$ cat config.mk
export PLATFORM = sky130hd
export DESIGN_NAME = pwm_duty_meter
export DESIGN_NICKNAME = d
export VERILOG_FILES = /design/src/rtl/pwm_duty_pkg.sv /design/src/rtl/duty_ctrl.sv /design/src/rtl/duty_path.sv /design/src/rtl/pwm_duty_meter.sv
export SDC_FILE = /design/constraint.sdc
export NUM_CORES = 2
export LEC_CHECK = 0
export CORE_ASPECT_RATIO = 1.1
export CORE_UTILIZATION = 45
export CTS_BUF_LIST = sky130_fd_sc_hd__clkbuf_4
export CTS_CLUSTER_DIAMETER = 200
export DETAILED_ROUTE_END_ITERATION = 16
export SLEW_MARGIN = 0
export SYNTH_ARGS = -nofsm -noshare
export SYNTH_HDL_FRONTEND = slang
export SYNTH_SLANG_ARGS = --single-unit
$ cat constraint.sdc
create_clock -name clk -period 197.2 [get_ports clk]
set_clock_uncertainty 0.1 [all_clocks]
set_input_delay 29.58 -clock clk [delete_from_list [all_inputs] [get_ports clk]]
set_output_delay 29.58 -clock clk [all_outputs]
set_load 0.02 [all_outputs]
$ cat src/rtl/pwm_duty_pkg.sv
package pwm_duty_pkg;

  typedef struct packed {
    logic publish;   // end of window: write results
    logic restart;   // begin a new window
  } ctrl_t;

  // lowest set mask bit wins; returns level of that line (0 if none)
  function automatic logic pickLine(input logic [3:0] mask, input logic [3:0] lines);
    logic lvl;
    lvl = 1'b0;
    for (int i = 3; i >= 0; i--) begin
      if (mask[i]) lvl = lines[i];
    end
    return lvl;
  endfunction

endpackage

$ cat src/rtl/duty_ctrl.sv
module duty_ctrl
  import pwm_duty_pkg::*;
#(
  parameter int TICK_CYCLES = 2_000_000
) (
  input  logic  clk,
  input  logic  rst_n,
  output ctrl_t ctrl,
  output logic  strobe
);
  localparam int TICK_W = $clog2(TICK_CYCLES);

  logic [TICK_W-1:0] tickCnt;
  logic              lastCycle;

  assign lastCycle = (tickCnt == TICK_W'(TICK_CYCLES - 1));

  always_ff @(posedge clk or negedge rst_n) begin
    if (!rst_n) begin
      tickCnt <= '0;
    end else if (lastCycle) begin
      tickCnt <= '0;
    end else begin
      tickCnt <= tickCnt + 1'b1;
    end
  end

  always_comb begin
    ctrl.publish = lastCycle;
    ctrl.restart = lastCycle;
  end

  always_ff @(posedge clk or negedge rst_n) begin
    if (!rst_n) strobe <= 1'b0;
    else        strobe <= lastCycle;
  end

endmodule

$ cat src/rtl/duty_path.sv
module duty_path
  import pwm_duty_pkg::*;
#(
  parameter int CNT_W  = 22,
  parameter int DUTY_W = 8
) (
  input  logic                  clk,
  input  logic                  rst_n,
  input  ctrl_t                 ctrl,
  input  logic [3:0]            pwmIn,
  input  logic [1:0][3:0]       maskArr,
  output logic [1:0][DUTY_W-1:0] dutyArr,
  output logic [1:0]            invalidArr
);
  localparam logic [CNT_W-1:0] CNT_MAX = '1;
  localparam int QW = CNT_W + DUTY_W;

  for (genvar ch = 0; ch < 2; ch++) begin : g_chan
    logic             selLvl, prevLvl, rise, fall, complete;
    logic [CNT_W-1:0] cnt, pendHigh, capHigh, capPer;
    logic             haveRise, pendValid, winFlag;
    logic [QW-1:0]    numer, denom, quot;

    assign selLvl   = pickLine(maskArr[ch], pwmIn);
    assign rise     = selLvl & ~prevLvl;
    assign fall     = ~selLvl & prevLvl;
    assign complete = rise & haveRise & pendValid;

    // edge history and elapsed-cycle counter since last rise
    always_ff @(posedge clk or negedge rst_n) begin
      if (!rst_n) begin
        prevLvl  <= 1'b0;
        cnt      <= '0;
        haveRise <= 1'b0;
      end else begin
        prevLvl <= selLvl;
        if (rise) begin
          cnt      <= CNT_W'(1);
          haveRise <= 1'b1;
        end else begin
          if (cnt != CNT_MAX) cnt <= cnt + 1'b1;
          else                haveRise <= 1'b0;   // interval too long: drop
        end
      end
    end

    // high-time capture and period completion
    always_ff @(posedge clk or negedge rst_n) begin
      if (!rst_n) begin
        pendValid <= 1'b0;
        pendHigh  <= '0;
        capHigh   <= '0;
        capPer    <= '0;
      end else begin
        if (rise) begin
          pendValid <= 1'b0;
        end else if (fall && haveRise && !pendValid) begin
          pendValid <= 1'b1;
          pendHigh  <= cnt;
        end
        if (complete) begin
          capHigh <= pendHigh;
          capPer  <= cnt;
        end
      end
    end

    // window tracking: any completion since the last publish
    always_ff @(posedge clk or negedge rst_n) begin
      if (!rst_n)            winFlag <= 1'b0;
      else if (ctrl.restart) winFlag <= complete;
      else if (complete)     winFlag <= 1'b1;
    end

    assign numer = {capHigh, DUTY_W'(0)};
    assign denom = (capPer == '0) ? QW'(1) : QW'(capPer);
    assign quot  = numer / denom;

    // published result registers
    always_ff @(posedge clk or negedge rst_n) begin
      if (!rst_n) begin
        dutyArr[ch]    <= '0;
        invalidArr[ch] <= 1'b1;
      end else if (ctrl.publish) begin
        if (winFlag && (maskArr[ch] != 4'b0)) begin
          dutyArr[ch]    <= quot[DUTY_W-1:0];
          invalidArr[ch] <= 1'b0;
        end else begin
          dutyArr[ch]    <= '0;
          invalidArr[ch] <= 1'b1;
        end
      end
    end
  end

endmodule

$ cat src/rtl/pwm_duty_meter.sv
module pwm_duty_meter
  import pwm_duty_pkg::*;
#(
  parameter int TICK_CYCLES = 2_000_000,
  parameter int CNT_W       = 22
) (
  input  logic       clk,
  input  logic       rst_n,
  input  logic [3:0] pwmIn,
  input  logic [3:0] assignA,
  input  logic [3:0] assignB,
  output logic [7:0] dutyA,
  output logic [7:0] dutyB,
  output logic       invalidA,
  output logic       invalidB,
  output logic       updateStrobe
);
  ctrl_t           ctrl;
  logic [1:0][3:0] maskArr;
  logic [1:0][7:0] dutyArr;
  logic [1:0]      invalidArr;

  assign maskArr[0] = assignA;
  assign maskArr[1] = assignB;

  duty_ctrl #(.TICK_CYCLES(TICK_CYCLES)) u_ctrl (
    .clk    (clk),
    .rst_n  (rst_n),
    .ctrl   (ctrl),
    .strobe (updateStrobe)
  );

  duty_path #(.CNT_W(CNT_W), .DUTY_W(8)) u_path (
    .clk        (clk),
    .rst_n      (rst_n),
    .ctrl       (ctrl),
    .pwmIn      (pwmIn),
    .maskArr    (maskArr),
    .dutyArr    (dutyArr),
    .invalidArr (invalidArr)
  );

  assign dutyA    = dutyArr[0];
  assign dutyB    = dutyArr[1];
  assign invalidA = invalidArr[0];
  assign invalidB = invalidArr[1];

endmodule

# == Word level (Yosys, flattened, before mapping) ==
# Index checks and enable logic that the tools add are counted.
# word_totals
output_inout_bits,19
ff_bits,224
inputBits,14
word_cells,97
# op_classes
muxes,31
bitwise_logic,14
eq_ne,5
div,2
n_reduce_logical,20
n_addsub,3
# ops
operator,count
$mux 22,6
$div 30x30->30,2
$add 22x1->22 const B,2
$logic_not 22->1,2
$ne 22x22->1 const B,2
$mux 1,22
$add 21x1->21 const B,1
$eq 21x21->1 const B,1
$mux 21,1
$mux 8,2
$reduce_bool 2->1,6
$and 1x1->1,8
$reduce_bool 4->1,2
$logic_and 1x1->1,6
$not 1->1,6
$ne 2x1->1 const B,2
$reduce_and 2->1,2
$logic_not 1->1,2

# == Longest topological paths before layout ==
# logic_depth
word_depth,10
depth_mapped,349

# == Cells and area by module ==
# Synthesis repeated with hierarchy kept, for this count alone.
# unflattened
cells_unflattened,7577
area_unflattened_um2,56499.2
# by_module_without_submodules
module,n_inst,seq_area_each_um2,area_each_um2,cells_per_inst
duty_path,1,5057.4,55448.2,7480
duty_ctrl,1,550.5,1051.0,97

# == Worst setup path before layout ==
# No wires, ideal clock.
# synth_path
path_kind,reg2reg
start,reg u_path.g_chan[0].capPer[11]
end,reg u_path.dutyArr[0] in the netlist's numbering
t_required_ns,196.970
path_slack_ns,127.409
n_path_buf,36
synth_period_minus_slack_ns,69.791
t_arrival_ns,69.561
stages_incl_launch_ff,323
setup_ns,0.130
path_cell_list,dfrtp_1 or3_1 or2_1 clkbuf_1 o31ai_2 inv_2 clkbuf_1 ha_1 a21oi_1 ha_1 or4b_2 o211ai_1 nor3_1 or2_2 ha_1 o211ai_1 a2111oi_0 nand3_1 [287 not listed] nor4_4 and2_1 buf_4 buf_6 mux2_1 ha_1 a21o_1 a21oi_1 nor2b_1 o21ai_0 nand2b_1 a21oi_1 nor2b_1 o21ai_0 nand2_1 a211o_1 a2111oi_1 o21ai_1
# synth_between
elab_chain_cells,4
# synth_lines
element,line,text
"start, declared",duty_path.sv:20,"logic [CNT_W-1:0] cnt, pendHigh, capHigh, capPer;"
"start signal, assigned",duty_path.sv:63,capPer <= cnt;
$logic_not 22->1,duty_path.sv:76,assign denom = (capPer == '0) ? QW'(1) : QW'(capPer);
$mux 22 (*),duty_path.sv:76,
$div 30x30->30 (*),duty_path.sv:77,assign quot = numer / denom;
$mux 8 (*),duty_path.sv:85,if (winFlag && (maskArr[ch] != 4'b0)) begin
"end signal, assigned by index",duty_path.sv:86,dutyArr[ch] <= quot[DUTY_W-1:0];
"end, declared",duty_path.sv:12,"output logic [1:0][DUTY_W-1:0] dutyArr,"
# Every way passes the cells marked *; elsewhere a longest branch is shown, timed or not.
# A chain may end at the register's enable or synchronous reset.

# == Final worst setup path ==
# layout_path
start,reg u_path.g_chan[0].capPer[21]
end,reg u_path.dutyArr[0] in the netlist's numbering
# The elaborated chain is that of the path after synthesis.

==> flow_summary_export.csv <==
group,metric,value,unit
place,dp_hpwl,149,mm
critical_path,r2r_end,"u_path.dutyArr[0]",
timing,post-route-min-period,81870,ps
critical_path,endpoint_kind,"register",
drt,wire_per_inst,20.3,um
place,port_buffers,32,
critical_path,r2r_slack,115330,ps
die,die_w,342,um
die,dieArea,128000,um^2
clocking,clkSlewWorstSetupHoldPaths,60,ps
clocking,ctsResizeCount,0,
critical_path,worst-path-buf-inv,8,
die,fp.coreArea,125000,um^2
logic_synthesis,synth_nets,8521,
logic_synthesis,yosys_warnings,0,
drt,detail-route-antenna-nets,0,
timing,hold_viol,0,
critical_path,reg2regPathDepth,289,
clocking,post-cts-setup-buffer-count,0,
logic_synthesis,avgSynthCellArea,7.46,um^2
clocking,cts_made_buffers,61,
timing,max_slew.worst_pin.slew,1210,ps
global_route,grt_overflow,0,
die,placementRows,136,
global_route,grt_pass1_wl,298,mm
place,gp_congestion,0.937,
hold_path,worstHoldStart,"u_ctrl.tickCnt[0]",
logic_synthesis,synthFlopType,"dfrtp_1",
die,die_y,376,um
logic_synthesis,netlist_area,57100,um^2
logic_synthesis,synth_largest_area_cell,"ha_1",
global_route,grt_antenna_before_repair,3,
critical_path,critPathKind,"reg -> reg",
die,initial_core_util,45.5,%
logic_synthesis,syn_inst,7658,
drt,first_pass_iters,6,
layout,area.growth.synth_to_final,5.28,%
global_route,grt_start_max_net_pins,94,
global_route,grt_usage,28.5,%
drt,routed_wl,189,mm
timing,finalWorstSetupSlack,115330,ps
drt,routed-via-count,58100,
critical_path,crit_family,"compound AO/OA/AOI/OAI gates",
logic_synthesis,synth_edf_count,0,
drt,drt_iter0_markers,4091,
global_route,grt_pass1_vias,54800,
clocking,htree_num_levels,2,
hold_path,worstHoldPathType,"reg -> reg",
clocking,clock_path_buffers,3,
critical_path,worstPathMaxFanout,32,
logic_synthesis,synthTopCellsByArea,"ha_1, dfrtp_1, mux2_2",
critical_path,r2r-start,"u_path.g_chan[0].capPer[21]",
timing,setup_viol,0,
logic_synthesis,ys_seq_area_share,9.82,%
logic_synthesis,synth.distinct_cells,128,
clocking,cts_hold_buf,0,
timing,rsz0062_at_grt,"false",
clocking,clk_latency,900,ps
logic_synthesis,yosys.area.top_type_share,18.6,%
timing,slew_violations,0,
clocking,clkSinkCount,224,
die,ios,33,
critical_path,start_kind,"register",
critical_path,cp_slowest_cell,"a211oi_2",
clocking,cts_tree,"yes",
place,preCtsSetupSlack,116270,ps
critical_path,crit_path_max_incr_delay,1020,ps
logic_synthesis,ys_seq_elements,224,
layout,final_common_cell,"ha_1",
drt,route.detailed.drc,0,
layout,layout-drive-gt1-share,9.22,%
timing,timing.slew.headroom,19.0,%
critical_path,required,197850,ps
layout,final_cell_mix,"ha_1, nor2_1, nand2_1, a21oi_1, o21ai_0",
hold_path,hold_path_end,"u_ctrl.tickCnt[0]",
outcome,status,"completed",
timing,setup-tns-final,0,ps
critical_path,cp_common_cell,"ha_1",
timing,max_freq,12.2,MHz
critical_path,arrival,82520,ps
clocking,root_buffer,"clkbuf_4",
timing,min_period_over_period,41.5,%
drt,viasPerCell,6.23,
layout,nets,8487,
hold_path,whs_path_depth,1,
run,maxCapViolCount,0,
logic_synthesis,synthArstFlopShare,100,%
-- cell usage after synthesis, drive strengths merged (75+ instances only) --
master	n
a211oi	79
a21o	280
a21oi	666
a31oi	92
and2	75
and3	85
clkbuf	174
dfrtp	222
ha	847
inv	277
mux2	340
nand2	687
nand2b	106
nand3	173
nand4	113
nor2	722
nor3	228
o211ai	85
o21a	227
o21ai	515
o31ai	99
or3	91
xnor2	369
xor2	212
-- cell type report --
| cell class | count | area (um^2) |
|---|---|---|
| clock inverters | 21 | 179 |
| well taps | 1656 | 2070 |
| clock buffers | 83 | 623 |
| fillers | 12700 | 65300 |
| repair buffers | 120 | 986 |
| diodes | 6 | 15.0 |
| multi-input cells | 6940 | 49600 |
| flip-flops and latches | 224 | 5610 |
| inverters | 277 | 1040 |
-- state kept, by name (all words and copies together) (netlist names) --
register                 count
u_path.g_chan.prevLvl        2
u_path.g_chan.pendValid      2
u_path.g_chan.capHigh       44
u_path.invalidArr            2
u_ctrl.strobe                1
u_path.g_chan.pendHigh      44
u_path.g_chan.haveRise       2
u_path.dutyArr              16
u_path.g_chan.capPer        44
u_path.g_chan.cnt           44
u_ctrl.tickCnt              21
u_path.g_chan.winFlag        2
-- worst max-delay path by stage --
stage	slack, ps	endpoint	from	cells past startpoint
2_1_floorplan	127410	u_path.dutyArr[0]	u_path.g_chan[0].capPer[11]	322
3_3_place_gp	116490	u_path.dutyArr[0]	u_path.g_chan[0].capPer[21]	290
3_5_place_dp	116270	u_path.dutyArr[0]	u_path.g_chan[0].capPer[21]	289
4_1_cts	115920	u_path.dutyArr[0]	u_path.g_chan[0].capPer[21]	289
5_1_grt	109030	u_path.dutyArr[0]	u_path.g_chan[0].capPer[21]	289
6_report	115330	u_path.dutyArr[0]	u_path.g_chan[0].capPer[21]	289
-- through the flow --
stage	hold WS (ps)	cell area, um^2	util, %	cells
2_1_floorplan	344	57100	-	7658
3_3_place_gp	367	59300	47.3	9217
3_5_place_dp	371	59300	47.3	9217
4_1_cts	372	60100	47.9	9321
5_1_grt	391	60100	47.9	9326
6_report	380	60100	47.9	9327
-- routing by layer --
metal	GRT usage, %	vias to the layer above	share of wire, %
met5	0	-	0.0069
met4	9.04	2	3.4
met3	1.94	356	4.0
met2	50.7	1485	48
met1	36.2	27500	44
li1	-	28700	-
-- kinds of logic after synthesis --
group / after synthesis / synth area share (%)
AOI/OAI and AO/OA: 2514 / 29.1
adders and majority gates: 850 / 18.6
and+or+nand+nor: 2589 / 22.2
DFF: 224 / 9.82
muxes: 405 / 7.95
xor gates and xnor gates: 582 / 8.96
buffers and inverters: 494 / 3.39
Power is not shown: default switching activity piles up to over one toggle a cycle in this logic, so the estimate is an artifact.
